--- config.mk ---
export PLATFORM = sky130hd
export DESIGN_NAME = magic_wake_detect
export DESIGN_NICKNAME = d
export VERILOG_FILES = /design/src/rtl/mwd_pkg.sv /design/src/rtl/mwd_addr_qual.sv /design/src/rtl/mwd_pattern.sv /design/src/rtl/magic_wake_detect.sv
export SDC_FILE = /design/constraint.sdc
export NUM_CORES = 1
export LEC_CHECK = 0
export CAP_MARGIN = 20
export CORE_ASPECT_RATIO = 1.1
export CORE_UTILIZATION = 44
export DETAILED_ROUTE_END_ITERATION = 10
export GPL_TIMING_DRIVEN = 0
export HOLD_SLACK_MARGIN = 0.05
export PLACE_DENSITY = 0.78
export SLEW_MARGIN = 40
export SYNTH_ARGS = -nofsm -noshare
export SYNTH_HDL_FRONTEND = slang
export SYNTH_SLANG_ARGS = --single-unit
--- constraint.sdc ---
create_clock -name clk_i -period 2.88 [get_ports clk_i]
set_clock_uncertainty 0.1 [all_clocks]
set_input_delay 0.432 -clock clk_i [delete_from_list [all_inputs] [get_ports clk_i]]
set_output_delay 0.432 -clock clk_i [all_outputs]
set_load 0.05 [all_outputs]
--- src/rtl/mwd_pkg.sv ---
package mwd_pkg;

    localparam int unsigned MAC_BYTES = 6;
    localparam logic [7:0]  SYNC_BYTE = 8'hFF;

    typedef enum logic [1:0] {
        PAT_HUNT = 2'd0,
        PAT_REPS = 2'd1,
        PAT_DONE = 2'd2
    } pat_mode_e;

endpackage

--- src/rtl/mwd_addr_qual.sv ---
module mwd_addr_qual #(
    parameter int unsigned ADDR_BYTES = mwd_pkg::MAC_BYTES,
    parameter int unsigned HDR_BYTES  = 2 * ADDR_BYTES
) (
    input  logic                    clk_i,
    input  logic                    rst_ni,
    input  logic                    byte_valid_i,
    input  logic [7:0]              byte_i,
    input  logic                    sof_i,
    input  logic                    eof_i,
    input  logic [8*ADDR_BYTES-1:0] station_i,
    output logic                    payload_o
);
    localparam int unsigned CW = $clog2(HDR_BYTES + 1);

    typedef struct packed {
        logic [CW-1:0] cnt;
        logic          own;
        logic          grp;
        logic          in_frame;
    } qual_t;

    qual_t q_q, q_d;
    logic [CW-1:0] sel;
    logic [7:0]    own_byte;

    always_comb begin
        sel      = (q_q.cnt < CW'(ADDR_BYTES)) ? q_q.cnt : '0;
        own_byte = station_i[(ADDR_BYTES - 1 - int'(sel)) * 8 +: 8];
        q_d      = q_q;
        if (byte_valid_i) begin
            if (sof_i) begin
                q_d.cnt      = CW'(1);
                q_d.own      = (byte_i == station_i[(ADDR_BYTES - 1) * 8 +: 8]);
                q_d.grp      = byte_i[0];
                q_d.in_frame = ~eof_i;
            end else if (q_q.in_frame) begin
                if (q_q.cnt < CW'(ADDR_BYTES)) begin
                    q_d.own = q_q.own & (byte_i == own_byte);
                end
                if (q_q.cnt < CW'(HDR_BYTES)) begin
                    q_d.cnt = q_q.cnt + CW'(1);
                end
                q_d.in_frame = ~eof_i;
            end
        end
    end

    always_ff @(posedge clk_i or negedge rst_ni) begin
        if (!rst_ni) q_q <= '0;
        else         q_q <= q_d;
    end

    assign payload_o = byte_valid_i & ~sof_i & q_q.in_frame &
                       (q_q.cnt == CW'(HDR_BYTES)) & (q_q.own | q_q.grp);

endmodule

--- src/rtl/mwd_pattern.sv ---
module mwd_pattern
    import mwd_pkg::*;
#(
    parameter int unsigned ADDR_BYTES = MAC_BYTES,
    parameter int unsigned SYNC_LEN   = 6,
    parameter int unsigned REP_COUNT  = 16
) (
    input  logic                    clk_i,
    input  logic                    rst_ni,
    input  logic                    restart_i,
    input  logic                    step_i,
    input  logic [7:0]              byte_i,
    input  logic [8*ADDR_BYTES-1:0] station_i,
    output logic                    hit_o
);
    localparam int unsigned SW = $clog2(SYNC_LEN + 1);
    localparam int unsigned BW = $clog2(ADDR_BYTES);
    localparam int unsigned RW = $clog2(REP_COUNT);

    typedef struct packed {
        pat_mode_e     mode;
        logic [SW-1:0] ff_cnt;
        logic [BW-1:0] idx;
        logic [RW-1:0] rep;
    } pat_t;

    pat_t p_q, p_d;
    logic [7:0] want;
    logic [7:0] first;
    logic       is_sync;

    always_comb begin
        want    = station_i[(ADDR_BYTES - 1 - int'(p_q.idx)) * 8 +: 8];
        first   = station_i[(ADDR_BYTES - 1) * 8 +: 8];
        is_sync = (byte_i == SYNC_BYTE);
        p_d     = p_q;
        hit_o   = 1'b0;
        if (restart_i) begin
            p_d = '0;
        end else if (step_i) begin
            unique case (p_q.mode)
                PAT_HUNT: begin
                    if (p_q.ff_cnt == SW'(SYNC_LEN) && byte_i == first) begin
                        p_d.mode = PAT_REPS;
                        p_d.idx  = BW'(1);
                        p_d.rep  = '0;
                    end else if (is_sync) begin
                        if (p_q.ff_cnt != SW'(SYNC_LEN)) p_d.ff_cnt = p_q.ff_cnt + SW'(1);
                    end else begin
                        p_d.ff_cnt = '0;
                    end
                end
                PAT_REPS: begin
                    if (byte_i == want) begin
                        if (p_q.idx == BW'(ADDR_BYTES - 1)) begin
                            p_d.idx = '0;
                            if (p_q.rep == RW'(REP_COUNT - 1)) begin
                                hit_o    = 1'b1;
                                p_d.mode = PAT_DONE;
                            end else begin
                                p_d.rep = p_q.rep + RW'(1);
                            end
                        end else begin
                            p_d.idx = p_q.idx + BW'(1);
                        end
                    end else begin
                        p_d.mode   = PAT_HUNT;
                        p_d.ff_cnt = is_sync ? SW'(1) : '0;
                        p_d.idx    = '0;
                        p_d.rep    = '0;
                    end
                end
                default: p_d = p_q;
            endcase
        end
    end

    always_ff @(posedge clk_i or negedge rst_ni) begin
        if (!rst_ni) p_q <= '0;
        else         p_q <= p_d;
    end

endmodule

--- src/rtl/magic_wake_detect.sv ---
module magic_wake_detect
    import mwd_pkg::*;
#(
    parameter int unsigned SYNC_LEN  = 6,
    parameter int unsigned REP_COUNT = 16
) (
    input  logic        clk_i,
    input  logic        rst_ni,
    input  logic        enable_i,
    input  logic        irq_en_i,
    input  logic        pme_en_i,
    input  logic [47:0] station_addr_i,
    input  logic        byte_valid_i,
    input  logic [7:0]  byte_i,
    input  logic        sof_i,
    input  logic        eof_i,
    input  logic        clear_i,
    output logic        detected_o,
    output logic        irq_o,
    output logic        pme_o,
    output logic        rx_valid_o
);
    typedef struct packed {
        logic detected;
    } stat_t;

    stat_t s_q, s_d;
    logic  payload;
    logic  hit;
    logic  restart;

    mwd_addr_qual #(
        .ADDR_BYTES (MAC_BYTES)
    ) i_qual (
        .clk_i        (clk_i),
        .rst_ni       (rst_ni),
        .byte_valid_i (byte_valid_i),
        .byte_i       (byte_i),
        .sof_i        (sof_i),
        .eof_i        (eof_i),
        .station_i    (station_addr_i),
        .payload_o    (payload)
    );

    assign restart = ~enable_i | (byte_valid_i & sof_i);

    mwd_pattern #(
        .ADDR_BYTES (MAC_BYTES),
        .SYNC_LEN   (SYNC_LEN),
        .REP_COUNT  (REP_COUNT)
    ) i_pattern (
        .clk_i     (clk_i),
        .rst_ni    (rst_ni),
        .restart_i (restart),
        .step_i    (payload & enable_i),
        .byte_i    (byte_i),
        .station_i (station_addr_i),
        .hit_o     (hit)
    );

    always_comb begin
        s_d.detected = hit | (s_q.detected & ~clear_i);
    end

    always_ff @(posedge clk_i or negedge rst_ni) begin
        if (!rst_ni) s_q <= '0;
        else         s_q <= s_d;
    end

    assign detected_o = s_q.detected;
    assign irq_o      = s_q.detected & irq_en_i;
    assign pme_o      = s_q.detected & pme_en_i;
    assign rx_valid_o = byte_valid_i & ~enable_i;

endmodule

==> impl_metrics.env, run 1 <==
export IMPL_port_buffers=67
export IMPL_antenna_found_initial=0
export IMPL_fin_crit_sh_pct=102.7
export IMPL_vias_per_cell=6.070
export IMPL_wire_per_inst_um=17.51
export IMPL_grt_pass1_wl_um=12250
export IMPL_cp_end_kind="register"
export IMPL_pin_count=69
export IMPL_seq_power_share_pct=24.0
export IMPL_area_growth_pct=45.65
export IMPL_fin_setup_tns_ps=-521.3
export IMPL_gp_congestion=0.9194
export IMPL_cts_tree="done"
export IMPL_ys_seq_area_share_pct=20.61
export IMPL_critPathTopFamily="compound AO/OA/AOI/OAI gates"
export IMPL_ant_nets=0
export IMPL_critPathBufInv=2
export IMPL_die_area_mm2=0.005821
export IMPL_critPathLaunchType="register"
export IMPL_synth_ff_type="dfrtp_1"
export IMPL_die_width_um=72.84
export IMPL_p_leak_nw=1.411
export IMPL_synth_edf_count=0
export IMPL_synthesis_area_mm2=0.002429
export IMPL_dr_total_vias=2689
export IMPL_final_net_count=442
export IMPL_synth_cells=283
export IMPL_async_reset_ff_share_pct=100.0
export IMPL_avgSynthCellArea_um2=8.582
export IMPL_hold_ws_ps=414.6
export IMPL_worst_slew_pin_slew_ps=636.1
export IMPL_clk_path_buf_depth=2
export IMPL_crit_fanout=8
export IMPL_drive_gt1_share_pct=20.11
export IMPL_grt_max_degree=21
export IMPL_clock_sinks=20
export IMPL_power_density_mw_per_mm2=376.4
export IMPL_n_antenna_cell=0
export IMPL_finalHoldViolCount=0
export IMPL_coreArea_mm2=0.005360
export IMPL_firstDrtPassIters=5
export IMPL_cp_slowest_cell="dfrtp_1"
export IMPL_grt_pass1_vias=2641
export IMPL_rsz0062_at_grt="yes"
export IMPL_stdcell_count=443
export IMPL_crit_type="reg -> reg"
export IMPL_worst_slack_ps=-78.92
export IMPL_crit_chain="ha_4 > buf_12 > mux2_2 > a222oi_1 > xnor2_1 > nor4_4 > nand4_4 > buf_6 > a41o_1 > a21oi_1"
export IMPL_yosysUniqueCellTypes=57
export IMPL_drt_iter0_drc=154
export IMPL_p_clk_share_pct=21.9
export IMPL_fin_crit_ps=2959
export IMPL_dpl_worst_slack_ps=-482.9
export IMPL_ys_ff_latch=20
export IMPL_drc=0
export IMPL_clk_latency_ps=270
export IMPL_post_dp_hpwl_um=5603
export IMPL_max_stage_delay_ps=420
export IMPL_p_sw_uw=509.2
export IMPL_combPwrFrac_pct=54.1
export IMPL_status="finished, violations left"
export IMPL_slew_headroom_pct=57.59
export IMPL_maxClockFrequency_ghz=0.3380
export IMPL_cts_buffers=3
export IMPL_h_tree_depth=1
export IMPL_fp_dieH_um=79.92
export IMPL_groute_usage_overall_pct=27.28
export IMPL_grt_overflow=0
export IMPL_drv_cap=0
export IMPL_arrival_ps=3060
export IMPL_required_ps=2980
export IMPL_initial_core_util_pct=45.31
export IMPL_irDropWorstVdd_mv=0.2653
export IMPL_violations="setup timing"
export IMPL_finalSetupViolCount=11
export IMPL_worstHoldPathType="reg -> reg"
export IMPL_ys_warn_count=0
export IMPL_wirelength_um=7756
export IMPL_synth_nets=356
export IMPL_cts_root_buf="clkbuf_8"
export IMPL_internal_power_uw=822.0
export IMPL_row_count=28
export IMPL_swShare_pct=38.25
export IMPL_cts_clk_slew_worst_paths_ps=80
export IMPL_final_max_slew_viol_count=0
export IMPL_placed_cells=425
## routing by layer
metal	wire length [µm]	up-vias	global-route usage [%]	part of all wire, %
li1	-	1244	-	-
met1	3112	1286	30.89	40
met2	4007	140	50.19	52
met3	450	19	3.283	5.8
met4	187	0	12.55	2.4
met5	0	-	0	0
## stage by stage
step                utilization (%)  area [µm²]  power (mW)
detailed placement            59.48        3188      0.9974
finish                        65.99        3537       1.331
global route                  65.99        3537       1.399
floorplan                         -        2429      0.7738
global placement              59.57        3193      0.9890
CTS                           65.03        3486       1.297
## registers in the layout (all words and copies together), names as in the netlist
signal,cells
i_pattern.p_q,12
detected_o,1
i_qual.q_q,7
## cell usage in the layout (no fill, tap or decap), types with 5 or more instances in the layout
| master | Yosys | routed |
|---|---|---|
| a21oi_1 | 22 | 20 |
| a222oi_1 | 5 | 5 |
| and2_1 | 6 | 6 |
| buf_4 | 0 | 11 |
| buf_6 | 3 | 5 |
| clkbuf_1 | 9 | 6 |
| clkdlybuf4s50_1 | 0 | 66 |
| dfrtp_1 | 20 | 19 |
| ha_1 | 8 | 6 |
| inv_1 | 8 | 7 |
| mux2_2 | 18 | 18 |
| mux2i_1 | 21 | 21 |
| nand2_1 | 15 | 13 |
| nand3_1 | 7 | 7 |
| nand4_1 | 5 | 5 |
| nor2_1 | 18 | 18 |
| nor3_1 | 8 | 7 |
| o21ai_0 | 10 | 7 |
| xnor2_1 | 17 | 17 |
| xor2_1 | 5 | 5 |
## power by group through the flow
stage                     clock network (mW)  logic [mW]  registers (mW)
final                                  0.292       0.721           0.319
after global routing                   0.304       0.774           0.322
after CTS                              0.288       0.692           0.317
after detailed placement                   0       0.675           0.322
after global placement                     0       0.667           0.322
after floorplan                            0       0.456           0.318
## cell type report
type / count / area [µm²]
Clock buffer: 3 / 41.29
Multi-Input combinational cell: 240 / 1947
Tap cell: 75 / 93.84
Inverter: 8 / 30.03
Fill cell: 449 / 1823
Buffer: 14 / 97.59
Clock inverter: 1 / 30.03
Sequential cell: 20 / 501.7
Timing Repair Buffer: 82 / 795.8
## cell usage after synthesis (3+ instances only)
master,instances,area (µm²)
a21oi_1,22,110.1
mux2i_1,21,210.2
dfrtp_1,20,500.5
mux2_2,18,202.7
nor2_1,18,67.56
xnor2_1,17,148.9
nand2_1,15,56.30
o21ai_0,10,50.05
clkbuf_1,9,33.78
ha_1,8,100.1
inv_1,8,30.03
nor3_1,8,40.04
nand3_1,7,35.03
and2_1,6,37.54
a222oi_1,5,50.05
nand4_1,5,31.28
nor2b_1,5,31.28
o22ai_1,5,31.28
xor2_1,5,43.79
nor3b_1,4,30.03
o2bb2ai_1,4,35.03
a21o_1,3,22.52
and3_1,3,18.77
buf_6,3,33.78
mux2_1,3,33.78
o31ai_1,3,22.52
## what timing repair did
item,4_1_cts,5_1_grt
buffers inserted,15,0
hold endpoints to repair,20,0
pin swaps,15,11
endpoints found under the setup margin,14,14
hold buffers,1,0
gates resized for setup,31,16
## path summary, 6_finish.rpt
check,start,endpoint,slack [ps],cells after the start
worst max-delay path,i_pattern.p_q[6],i_pattern.p_q[2],-80,10
worst min-delay path,i_qual.q_q[1],i_qual.q_q[1],410,1
worst max register to register,i_pattern.p_q[6],i_pattern.p_q[2],-80,10
worst min register to register,i_qual.q_q[1],i_qual.q_q[1],410,1
max in group asynchronous,rst_ni,i_pattern.p_q[5],1780,2
min in group asynchronous,rst_ni,i_pattern.p_q[11],540,2
## logic make-up (layout without fill, tap and decap cells)
group           count (synthesis)  after routing  share of synthesized area [%]
compound gates                 75             75                          21.02
xor+xnor                       22             22                          7.934
fa+ha+maj                       8              8                          4.122
buf+inv                        23            108                          4.946
flops                          20             20                          20.61
mux                            44             44                          19.63
simple gates                   91             91                          21.74
Power figures use the tool's default switching activity.
==> run 2, diff against run 1 <==
Settings changed: ABC_CLOCK_PERIOD_IN_PS set to 2880, CAP_MARGIN 20 to 0, CORE_UTILIZATION 44 to 30, PLACE_DENSITY 0.78 to unset.
==> run 2 against run 1 <==
Against the previous run: the run still ends with setup timing left; cell count up 7.0%; via count down 6.7%; clock power about the same; highest routed layer unchanged; fmax about the same; sequential share of layout area down 0.12 points; routed wire length up 1.6%.
==> impl_metrics.env, run 2 (synthesis gave the netlist of run 1 again) <==
export IMPL_status="finished, violations left"
export IMPL_violations="setup timing"
export IMPL_wire_per_inst_um=16.62
export IMPL_worstHoldPathType="reg -> reg"
export IMPL_cp_startpoint="i_pattern.p_q[5]"
export IMPL_grt_pass1_wl_um=12700
export IMPL_top_register="i_pattern.p_q"
export IMPL_final_net_count=440
export IMPL_power_density_mw_per_mm2=371.3
export IMPL_initial_core_util_pct=30.86
export IMPL_row_count=34
export IMPL_grt_overflow=0
export IMPL_dr_total_vias=2509
export IMPL_postLayoutCoreUtil_pct=45.34
export IMPL_drv_cap=0
export IMPL_fin_crit_ps=2960
export IMPL_ant_nets=0
export IMPL_worst_slack_ps=-79.89
export IMPL_port_buffers=67
export IMPL_largest_register_ffs=12
export IMPL_gp_congestion=0.9202
export IMPL_final_cell_mix="clkdlybuf4s50_1, mux2i_1, a21oi_1, dfrtp_1"
export IMPL_n_antenna_cell=0
export IMPL_finalHoldViolCount=0
export IMPL_clk_path_buf_depth=2
export IMPL_irDropWorstVdd_mv=0.2431
export IMPL_placed_cells=458
export IMPL_nFillCells=771
export IMPL_fp_dieH_um=96.37
export IMPL_total_power_mw=1.325
export IMPL_grt_pass1_vias=2494
export IMPL_rsz0062_at_grt="yes"
export IMPL_drc=0
export IMPL_wirelength_um=7878
export IMPL_die_area_mm2=0.008459
export IMPL_fin_crit_sh_pct=102.8
export IMPL_die_width_um=87.79
export IMPL_arrival_ps=3070
export IMPL_cts_tree="done"
export IMPL_cp_end_kind="register"
export IMPL_drive_gt1_share_pct=19.40
export IMPL_cts_buffers=3
export IMPL_r2r_start="i_pattern.p_q[5]"
export IMPL_final_max_slew_viol_count=0
export IMPL_area_growth_pct=46.93
export IMPL_critPathLaunchType="register"
export IMPL_worst_slew_pin_slew_ps=736.9
export IMPL_post_dp_hpwl_um=5947
export IMPL_required_ps=2990
export IMPL_clock_sinks=20
export IMPL_cts_root_buf="clkbuf_8"
export IMPL_slew_headroom_pct=50.87
export IMPL_vias_per_cell=5.293
export IMPL_antenna_found_initial=0
export IMPL_firstDrtPassIters=7
export IMPL_crit_type="reg -> reg"
export IMPL_maxClockFrequency_ghz=0.3379
export IMPL_drt_iter0_drc=174
export IMPL_h_tree_depth=1
export IMPL_clk_latency_ps=270
export IMPL_worstHoldStart="i_qual.q_q[1]"
export IMPL_mostFrequentLayoutCell="clkdlybuf4s50_1"
export IMPL_dpl_worst_slack_ps=-600.4
export IMPL_coreArea_mm2=0.007870
export IMPL_crit_fanout=6
export IMPL_cts_clk_slew_worst_paths_ps=90
export IMPL_finalSetupViolCount=12
export IMPL_stdcell_count=474
export IMPL_groute_usage_overall_pct=19.42
export IMPL_grt_max_degree=21
export IMPL_p_leak_nw=1.409
export IMPL_pin_count=69
-- run 2: repair_timing --
action | CTS | global route
hold buffers | 1 | 0
resized for setup | 20 | 20
setup buffers | 8 | 0
endpoints found under the hold margin | 20 | 0
cloned | 2 | 1
pin swaps | 8 | 9
endpoints found under the setup margin | 14 | 14
-- run 2: critical path, stage by stage, from the launching register on --
cell and delay [ps]:
dfrtp_2 420, inv_2 80, ha_4 210, buf_8 140, buf_12 130, mux2_4 280
a222oi_1 390, xnor2_1 190, nor4_4 240, buf_6 170, nand4_4 130, nor4bb_2 300
a21o_1 120
-- run 2: power by group --
group	switching (mW)	internal, mW	leakage (nW)
sequential	0.0170	0.300	0.265
combinational	0.380	0.335	1.11
clock	0.108	0.186	0.0357
total	0.505	0.820	1.41
-- run 2: final timing paths --
check | to | slack, ps | cells past startpoint
hold reg to reg | i_qual.q_q[1] | 410 | 1
setup reg to reg | i_pattern.p_q[0] | -80 | 12
hold / removal | i_qual.q_q[1] | 410 | 1
min in group asynchronous | i_pattern.p_q[6] | 560 | 2
max in group asynchronous | i_pattern.p_q[5] | 1770 | 2
setup / recovery | i_pattern.p_q[0] | -80 | 12
-- run 2: final cells by class --
class	instances	area (µm²)	area share, %
sequential	20	501.7	14.06
inverter	8	30.03	0.8415
multi-input combinational	241	1947	54.56
clock buffer	3	41.29	1.157
clock inverter	1	30.03	0.8415
timing repair buffer	78	773.2	21.67
tap	108	135.1	3.787
buffer	15	110.1	3.086
-- run 2: through the flow --
step                      TNS, ps  area (µm²)  hold WS, ps
after floorplan                 0        2429        36.41
final                      -626.5        3568        411.8
after global routing        -2042        3568        435.4
after detailed placement    -6605        3229        315.5
after CTS                  -113.3        3465        416.8
after global placement      -5762        3234        390.3
-- run 2: per-layer routing --
metal	GRT usage, %	vias to the layer above	part of all wire (%)
met5	0	-	0
met4	4.508	0	0.81
met3	1.715	7	4.5
met2	34.75	72	50
met1	25.04	1186	45
li1	-	1244	-
